<file path="src/rtl/r4sdf_pkg.sv">
package r4sdf_pkg;

  // Strobes from the phase controller to the datapath
  typedef struct packed {
    logic       adv;        // a sample is accepted this clock
    logic [2:0] shiftEn;    // per-FIFO shift enable
    logic       bflyPhase;  // last phase: butterfly active
    logic [1:0] mode;       // current phase 0..3
    logic       emit;       // the result register carries a valid output
  } stageCtl_t;

endpackage

</file>
<file path="src/rtl/r4sdf_fifo.sv">
module r4sdf_fifo #(
  parameter int DATA_W = 16,
  parameter int DEPTH  = 16
) (
  input  logic                     clk,
  input  logic                     rstN,
  input  logic                     shiftEn,
  input  logic signed [DATA_W-1:0] dinRe,
  input  logic signed [DATA_W-1:0] dinIm,
  output logic signed [DATA_W-1:0] headRe,
  output logic signed [DATA_W-1:0] headIm
);

  logic signed [DATA_W-1:0] memRe [DEPTH];
  logic signed [DATA_W-1:0] memIm [DEPTH];

  always_ff @(posedge clk) begin
    if (!rstN) begin
      for (int i = 0; i < DEPTH; i++) begin
        memRe[i] <= '0;
        memIm[i] <= '0;
      end
    end else if (shiftEn) begin
      memRe[0] <= dinRe;
      memIm[0] <= dinIm;
      for (int i = 1; i < DEPTH; i++) begin
        memRe[i] <= memRe[i-1];
        memIm[i] <= memIm[i-1];
      end
    end
  end

  assign headRe = memRe[DEPTH-1];
  assign headIm = memIm[DEPTH-1];

endmodule

</file>
<file path="src/rtl/r4sdf_bfly.sv">
module r4sdf_bfly #(
  parameter int DATA_W = 16
) (
  input  logic                   inverse,
  input  logic [3:0][DATA_W-1:0] xRe,
  input  logic [3:0][DATA_W-1:0] xIm,
  output logic [3:0][DATA_W-1:0] yRe,
  output logic [3:0][DATA_W-1:0] yIm
);

  localparam int EW = DATA_W + 2;

  logic signed [EW-1:0] eRe [4];
  logic signed [EW-1:0] eIm [4];
  logic signed [EW-1:0] fullRe [4];
  logic signed [EW-1:0] fullIm [4];

  for (genvar n = 0; n < 4; n++) begin : g_ext
    assign eRe[n] = {{2{xRe[n][DATA_W-1]}}, xRe[n]};
    assign eIm[n] = {{2{xIm[n][DATA_W-1]}}, xIm[n]};
  end

  logic signed [EW-1:0] sAcRe, sAcIm, sBdRe, sBdIm;
  logic signed [EW-1:0] dAcRe, dAcIm, dBdRe, dBdIm;
  logic signed [EW-1:0] vRe, vIm, upRe, upIm, dnRe, dnIm;

  always_comb begin
    sAcRe = eRe[0] + eRe[2];
    sAcIm = eIm[0] + eIm[2];
    sBdRe = eRe[1] + eRe[3];
    sBdIm = eIm[1] + eIm[3];
    dAcRe = eRe[0] - eRe[2];
    dAcIm = eIm[0] - eIm[2];
    dBdRe = eRe[1] - eRe[3];
    dBdIm = eIm[1] - eIm[3];
    // j*(x1-x3): swap parts, negate the new real part
    vRe   = -dBdIm;
    vIm   = dBdRe;
    upRe  = dAcRe + vRe;
    upIm  = dAcIm + vIm;
    dnRe  = dAcRe - vRe;
    dnIm  = dAcIm - vIm;

    fullRe[0] = sAcRe + sBdRe;
    fullIm[0] = sAcIm + sBdIm;
    fullRe[2] = sAcRe - sBdRe;
    fullIm[2] = sAcIm - sBdIm;
    fullRe[1] = inverse ? upRe : dnRe;
    fullIm[1] = inverse ? upIm : dnIm;
    fullRe[3] = inverse ? dnRe : upRe;
    fullIm[3] = inverse ? dnIm : upIm;

    for (int k = 0; k < 4; k++) begin
      yRe[k] = fullRe[k][EW-1:2];
      yIm[k] = fullIm[k][EW-1:2];
    end
  end

endmodule

</file>
<file path="src/rtl/r4sdf_ctrl.sv">
module r4sdf_ctrl
  import r4sdf_pkg::*;
#(
  parameter int FIFO_LEN = 16
) (
  input  logic      clk,
  input  logic      rstN,
  input  logic      inValid,
  output stageCtl_t ctl,
  output logic      primed
);

  localparam int PW = $clog2(4 * FIFO_LEN);

  logic [PW-1:0] pos;
  logic [1:0]    mode;

  assign mode = pos[PW-1 -: 2];

  always_ff @(posedge clk) begin
    if (!rstN) begin
      pos    <= '0;
      primed <= 1'b0;
    end else if (inValid) begin
      pos <= pos + 1'b1;
      if (pos == {PW{1'b1}}) primed <= 1'b1;
    end
  end

  always_comb begin
    ctl.adv       = inValid;
    ctl.mode      = mode;
    ctl.bflyPhase = (mode == 2'd3);
    ctl.emit      = inValid && (primed || mode == 2'd3);
    for (int k = 0; k < 3; k++)
      ctl.shiftEn[k] = inValid && (mode == 2'(k) || mode == 2'd3);
  end

endmodule

</file>
<file path="src/rtl/r4sdf_datapath.sv">
module r4sdf_datapath
  import r4sdf_pkg::*;
#(
  parameter int DATA_W   = 16,
  parameter int FIFO_LEN = 16
) (
  input  logic                     clk,
  input  logic                     rstN,
  input  stageCtl_t                ctl,
  input  logic                     inverse,
  input  logic signed [DATA_W-1:0] inRe,
  input  logic signed [DATA_W-1:0] inIm,
  output logic                     outValid,
  output logic signed [DATA_W-1:0] outRe,
  output logic signed [DATA_W-1:0] outIm
);

  logic [2:0][DATA_W-1:0] headRe, headIm;
  logic [3:0][DATA_W-1:0] xRe, xIm, yRe, yIm;

  for (genvar k = 0; k < 3; k++) begin : g_fifo
    logic signed [DATA_W-1:0] dRe, dIm;
    assign dRe = ctl.bflyPhase ? yRe[k+1] : inRe;
    assign dIm = ctl.bflyPhase ? yIm[k+1] : inIm;
    r4sdf_fifo #(.DATA_W(DATA_W), .DEPTH(FIFO_LEN)) u_fifo (
      .clk    (clk),
      .rstN   (rstN),
      .shiftEn(ctl.shiftEn[k]),
      .dinRe  (dRe),
      .dinIm  (dIm),
      .headRe (headRe[k]),
      .headIm (headIm[k])
    );
  end

  assign xRe = {inRe, headRe[2], headRe[1], headRe[0]};
  assign xIm = {inIm, headIm[2], headIm[1], headIm[0]};

  r4sdf_bfly #(.DATA_W(DATA_W)) u_bfly (
    .inverse(inverse),
    .xRe    (xRe),
    .xIm    (xIm),
    .yRe    (yRe),
    .yIm    (yIm)
  );

  logic signed [DATA_W-1:0] selRe, selIm;

  always_comb begin
    case (ctl.mode)
      2'd0:    begin selRe = headRe[0]; selIm = headIm[0]; end
      2'd1:    begin selRe = headRe[1]; selIm = headIm[1]; end
      2'd2:    begin selRe = headRe[2]; selIm = headIm[2]; end
      default: begin selRe = yRe[0];    selIm = yIm[0];    end
    endcase
  end

  always_ff @(posedge clk) begin
    if (!rstN) begin
      outValid <= 1'b0;
      outRe    <= '0;
      outIm    <= '0;
    end else if (ctl.adv) begin
      outValid <= ctl.emit;
      outRe    <= selRe;
      outIm    <= selIm;
    end else begin
      outValid <= 1'b0;
    end
  end

endmodule

</file>
<file path="src/rtl/r4sdf_stage.sv">
module r4sdf_stage
  import r4sdf_pkg::*;
#(
  parameter int DATA_W   = 16,
  parameter int FIFO_LEN = 16
) (
  input  logic                     clk,
  input  logic                     rstN,
  input  logic                     inValid,
  input  logic                     inverse,
  input  logic signed [DATA_W-1:0] inRe,
  input  logic signed [DATA_W-1:0] inIm,
  output logic                     outValid,
  output logic signed [DATA_W-1:0] outRe,
  output logic signed [DATA_W-1:0] outIm
);

  stageCtl_t  ctl;
  logic       primed;
  logic [1:0] curMode;

  assign curMode = ctl.mode;

  r4sdf_ctrl #(.FIFO_LEN(FIFO_LEN)) u_ctrl (
    .clk    (clk),
    .rstN   (rstN),
    .inValid(inValid),
    .ctl    (ctl),
    .primed (primed)
  );

  r4sdf_datapath #(.DATA_W(DATA_W), .FIFO_LEN(FIFO_LEN)) u_dp (
    .clk     (clk),
    .rstN    (rstN),
    .ctl     (ctl),
    .inverse (inverse),
    .inRe    (inRe),
    .inIm    (inIm),
    .outValid(outValid),
    .outRe   (outRe),
    .outIm   (outIm)
  );

endmodule

</file>
<file path="config.mk">
export PLATFORM = sky130hd
export DESIGN_NAME = r4sdf_stage
export DESIGN_NICKNAME = d
export VERILOG_FILES = /design/src/rtl/r4sdf_pkg.sv /design/src/rtl/r4sdf_fifo.sv /design/src/rtl/r4sdf_bfly.sv /design/src/rtl/r4sdf_ctrl.sv /design/src/rtl/r4sdf_datapath.sv /design/src/rtl/r4sdf_stage.sv
export SDC_FILE = /design/constraint.sdc
export NUM_CORES = 2
export LEC_CHECK = 0
export ABC_CLOCK_PERIOD_IN_PS = 103000
export BUFFER_PORTS_ARGS = -buffer_cell sky130_fd_sc_hd__buf_2
export CELL_PAD_IN_SITES_DETAIL_PLACEMENT = 0
export CELL_PAD_IN_SITES_GLOBAL_PLACEMENT = 1
export CORE_MARGIN = 4
export CORE_UTILIZATION = 57
export CTS_CLUSTER_DIAMETER = 40
export CTS_CLUSTER_SIZE = 14
export DETAILED_ROUTE_END_ITERATION = 10
export PLACE_DENSITY = 0.82
export REMOVE_ABC_BUFFERS = 1
export SLEW_MARGIN = 20
export SYNTH_ARGS = -nofsm -noshare
export SYNTH_HDL_FRONTEND = slang
export SYNTH_SLANG_ARGS = --single-unit
</file>
<file path="constraint.sdc">
create_clock -name clk -period 103 [get_ports clk]
set_clock_uncertainty 0.05 [all_clocks]
set_input_delay 10.3 -clock clk [delete_from_list [all_inputs] [get_ports clk]]
set_output_delay 10.3 -clock clk [all_outputs]
set_load 0.03 [all_outputs]
</file>
== Word-level counts from Yosys, hierarchy flattened ==
Memories as Yosys holds them, arrays and structs flattened.
Index checks and enable logic that the tools add are counted.

* Output and inout port bits: 33
* Register bits: 40
* Word-level logic and storage cells: 258
* Memories kept: 6
* RAM bits: 1536

* Bitwise gates (word level): 96
* Eq/ne operators: 4
* Reductions and logical operators: 11
* Multiplexer cells: 118
* $add $sub $neg: 18

{| class="wikitable"
|+ Memories
! memory !! words !! bits a word !! rd ports !! clocked after Yosys merged registers in !! write ports !! line !! text
|-
| u_dp.g_fifo[0].u_fifo.memIm || 16 || 16 || 16 || 0 || 16 || r4sdf_fifo.sv:15 || <nowiki>logic signed [DATA_W-1:0] memIm [DEPTH];</nowiki>
|-
| u_dp.g_fifo[0].u_fifo.memRe || 16 || 16 || 16 || 0 || 16 || r4sdf_fifo.sv:14 || <nowiki>logic signed [DATA_W-1:0] memRe [DEPTH];</nowiki>
|-
| u_dp.g_fifo[1].u_fifo.memIm || 16 || 16 || 16 || 0 || 16 || r4sdf_fifo.sv:15 ||
|-
| u_dp.g_fifo[1].u_fifo.memRe || 16 || 16 || 16 || 0 || 16 || r4sdf_fifo.sv:14 ||
|-
| u_dp.g_fifo[2].u_fifo.memIm || 16 || 16 || 16 || 0 || 16 || r4sdf_fifo.sv:15 ||
|-
| u_dp.g_fifo[2].u_fifo.memRe || 16 || 16 || 16 || 0 || 16 || r4sdf_fifo.sv:14 ||
|}

{| class="wikitable"
|+ Operators by type and width
! operator !! count
|-
| 16-bit two-way mux || 102
|-
| 1-bit OR || 96
|-
| 16-bit case mux with 3 select lines || 2
|-
| 18-bit two-way mux || 4
|-
| 16-bit by 16-bit adder with 17-bit output || 4
|-
| 16-bit by 16-bit subtractor with 17-bit output || 4
|-
| 17-bit by 17-bit adder with 18-bit output || 3
|-
| 17-bit by 17-bit subtractor with 18-bit output || 3
|-
| 17-bit by 18-bit adder with 18-bit output || 1
|-
| 17-bit negator with 18-bit output || 1
|-
| 17-bit by 18-bit subtractor with 18-bit output || 1
|-
| 1-bit two-way mux || 10
|-
| 6-bit by 1-bit adder with 6-bit output, second input constant || 1
|-
| 6-bit equality test, second input constant || 1
|-
| 2-bit equality test, second input constant || 2
|-
| 1-bit logical AND || 4
|-
| 1-bit logical OR || 4
|-
| 2-bit AND reduction || 2
|-
| 2-bit by 1-bit equality test with 1-bit output, second input constant || 1
|-
| 2-bit zero test || 1
|}

== Depth between registers and ports, before layout ==
* Word-level depth: 7
* Mapped depth: 23
* Depth with buffers taken out: 23

== By module ==
Synthesis repeated with hierarchy kept, for this count alone.

* Cells, all modules: 5505
* Area total of the unflattened synthesis: 73335.3 µm²

{| class="wikitable"
|+ By module, submodules not included
! module !! sequential area each (µm²) !! cells each !! instances !! area an instance (µm²)
|-
| r4sdf_fifo (u_dp.g_fifo[0].u_fifo ...) || 15374.7 || 1133 || 2 || 19414.9
|-
| r4sdf_fifo (u_dp.g_fifo[2].u_fifo) || 15374.7 || 1133 || 1 || 19406.1
|-
| r4sdf_bfly || 0.0 || 1644 || 1 || 11476.0
|-
| r4sdf_datapath || 660.6 || 422 || 1 || 3218.1
|-
| r4sdf_ctrl || 140.1 || 40 || 1 || 405.4
|}

== Worst setup path after synthesis ==
No wires, ideal clock.

* Path kind: input-to-reg
* From: input port inValid
* To: memory u_dp.g_fifo[1].u_fifo.memIm[0][0] (enable)
* Arrival: 46.216 ns
* Cell stages on the path: 3
* Slack: 54.637 ns
* Library setup time: 2.097 ns
* Cell sequence: inv_1 -> clkbuf_1 -> o21ai_0

{| class="wikitable"
|+ RTL lines
! element !! line !! text
|-
| from (decl) || r4sdf_stage.sv:9 || <nowiki>input logic inValid,</nowiki>
|-
| to (decl) || r4sdf_fifo.sv:15 ||
|}

==> results.toml <==
[outcome]
outcome = "finished clean"

[route]
drt-initial-drc-count = 3406
via_per_inst = 5.46
dr.pass1.iters = 6
drt_wl_total_mm = 140
vias = 38500
ant_nets = 0
post-route-drc-count = 0
wl_per_cell_um = 19.8

[sta]
max_clock_freq_mhz = 69.8
fin_crit_sh_pct = 13.9
rsz0062_at_grt = "no"
final_hold_viol_count = 0
period_minus_slack_ps = 14320
final.setup.tns_ps = 0
slew_viol_final = 0
setup_viol = 0
relSlewSlack_pct = 15.8
tightest_slew_ps = 1260

[hold_path]
hold_path.class = "flop to flop"
min_path_cells = 1

[die]
dieArea_um2 = 129000
initial_utilization_pct = 57.5
io_pins = 69
die_w_um = 359
rows = 128
core_region_area_um2 = 122000
die_h_um = 359

[yosys]
netlist.top_cell.by_area = "edfxtp_1"
synth.most_common_cell = "edfxtp_1"
synth_top_area_share_pct = 65.7
ys_seq_area_share_pct = 66.8
yosysWarnings = 0
ys_types = 83
synthTopCellsByArea = "edfxtp_1, and2_1, ha_1"
synth_edf_count = 1536
synth_top_flop_cell = "edfxtp_1"
synth-async-reset-ratio_pct = 0
syn_avg_cell_area_um2 = 13.4
ys_seq_elements = 1576
synthTopCellsByCount = "edfxtp_1, and2_1, ha_1, inv_1, clkbuf_1"
syn_inst = 5240
synth_area_um2 = 70200

[placed_design]
gp_congestion = 0.905
hpwlAfterDp_mm = 84.2
numPortBuffers = 68

[clock_tree]
clk_path_buf_depth = 3
clkTransAtPathRegs_ps = 60
cts.htree.levels = 4
clk_latency_ps = 820
cts_setup_buffers = 0
post_cts_resized = 0
postCtsHoldBufs = 0
clock_sinks = 1576
cts-root-buf = "clkbuf_16"
numCtsBuffers = 180
cts_tree = "built"

[finish]
drive_gt1_share_pct = 8.70
area_growth_pct = 11.8
nets = 5572

[critical_path]
crit_end = "u_dp.g_fifo[1].u_fifo.memIm[0][14]$_SDFFCE_PN0P_"
critPathRequiredTime_ps = 103460
cp-start-kind = "primary input"
r2r-end = "u_dp.g_fifo[2].u_fifo.memIm[0][34]$_SDFFCE_PN0P_"
end_kind = "flop"
startpoint = "inIm[0]"
path_max_fanout = 6
reg2reg_slack_ps = 97390
critPathKind = "primary input to flop"
crit_arrival_ps = 14780
reg2reg_depth = 7
r2r_start = "u_ctrl.pos[4]$_SDFFE_PN0P_"

[power_and_ir_drop]
leakagePower_nw = 30.6
p_sw_share_pct = 26.6
ir_drop_v = 0.0000176
comb_power_share_pct = 14.6
intPower_w = 0.00122
p_seq_share_pct = 45.2
power.share.clock_pct = 40.2
p_per_area_nw_per_um2 = 21.1
finalPower_w = 0.00166
p_sw_w = 0.000441

[global_route]
grt_max_degree = 208
grt_pass1_vias = 37400
overflow = 0
grt_pass1_wl_mm = 218
grt_usage_pct = 21.6
antenna_found_initial = 23

[job]
maxCapViolations = 0
[area by class of cell]
type / count / area, um^2
Clock inverter: 137 / 1840
Fill cell: 8822 / 43500
Tap cell: 1625 / 2030
Antenna cell: 9 / 22.5
Clock buffer: 194 / 4560
Timing Repair Buffer: 111 / 739
Inverter: 247 / 927
Sequential cell: 1576 / 46900
Multi-Input combinational cell: 3151 / 21400
[layout by cell type (no fill, tap or decap), drive strengths merged, types with 8 or more instances in the layout]
cell type and instances:
a2111oi 10, a211oi 74, a21o 23, a21oi 197, a222oi 25, a22oi 10
a31oi 18, a41oi 9, and2 1447, and3 14, buf 111, bufinv 21
clkbuf 194, clkinv 66, clkinvlp 18, dfxtp 40, diode 9, edfxtp 1536
fa 8, ha 261, inv 279, mux2i 18, nand2 125, nand2b 29
nand3 39, nand4 8, nor2 230, nor2b 28, nor3 51, o211ai 26
o21ai 109, o21bai 42, o22ai 11, o31ai 13, or2 12, or3 23
xnor2 155, xor2 45
[power by group through the flow]
| stage | combinational [W] | clock (W) | sequential, W |
|---|---|---|---|
| after detailed placement | 0.000240 | 0 | 0.000763 |
| final | 0.000243 | 0.000666 | 0.000750 |
| after global placement | 0.000237 | 0 | 0.000762 |
| after floorplan | 0.000182 | 0 | 0.000801 |
| after CTS | 0.000242 | 0.000680 | 0.000750 |
| after global routing | 0.000270 | 0.000709 | 0.000752 |
[per-layer routing]
layer	up-vias	GRT usage (%)	routed length, um
met1	18900	31.9	64800
met3	238	3.75	7440
met2	864	33.1	63900
met5	-	0	23
met4	4	6.38	3300
li1	18400	-	-
[how the worst min path moves through the flow]
stage,start,endpoint
floorplan,u_ctrl.primed$_SDFFE_PN0P_,u_dp.outValid$_SDFF_PN0_
detailed placement,u_ctrl.primed$_SDFFE_PN0P_,u_ctrl.primed$_SDFFE_PN0P_
CTS,u_dp.g_fifo[2].u_fifo.memIm[0][99]$_SDFFCE_PN0P_,u_dp.g_fifo[2].u_fifo.memIm[0][115]$_SDFFCE_PN0P_
finish,u_dp.g_fifo[2].u_fifo.memIm[0][99]$_SDFFCE_PN0P_,u_dp.g_fifo[2].u_fifo.memIm[0][115]$_SDFFCE_PN0P_
global placement,u_ctrl.primed$_SDFFE_PN0P_,u_ctrl.primed$_SDFFE_PN0P_
global route,u_dp.g_fifo[0].u_fifo.memIm[0][64]$_SDFFCE_PN0P_,u_dp.g_fifo[0].u_fifo.memIm[0][80]$_SDFFCE_PN0P_
[through the flow]
stage,std cells,hold slack [ps],cell area [um^2],setup slack (ps),utilization [%]
global placement,6710,404,72100,87980,59.1
floorplan,4974,391,69200,54740,-
finish,7050,419,78500,88680,64.3
global route,7044,436,78500,88190,64.3
detailed placement,6710,415,72100,87920,59.1
CTS,7041,418,78500,88810,64.3
[worst max-delay path, cell delays in order]
cell and delay [ps]:
buf_2 110, ha_1 200, inv_1 70, fa_1 200
o21bai_1 70, a21oi_1 230, o21bai_1 110, a21o_1 210
a21oi_1 170, nor2_1 80, o311ai_0 770, nor2b_1 250
xnor2_1 120, ha_1 390, inv_1 90, a311oi_1 370
nor3_1 150, or4_4 460, a31oi_4 200, xnor2_1 150
a211oi_2 80
[flip-flops by register name, indices dropped and copies added (netlist names)]
name and flops:
u_ctrl.primed 1, u_dp.outValid 1, u_dp.g_fifo.u_fifo.memIm 768, u_ctrl.pos 6, u_dp.outRe 16, u_dp.g_fifo.u_fifo.memRe 768
u_dp.outIm 16
[cell families after synthesis]
family                   after synthesis  synth area share [%]
flip-flops                          1576                  66.8
adder cells (fa/ha/maj)              269                  4.88
AND/OR/NAND/NOR                     2030                  16.7
XOR/XNOR                             200                  2.49
AO/OA/AOI/OAI                        632                  6.03
multiplexers                          20                 0.289
buffers and inverters                513                  2.75
Note: power is estimated with default switching activity, not from simulation.
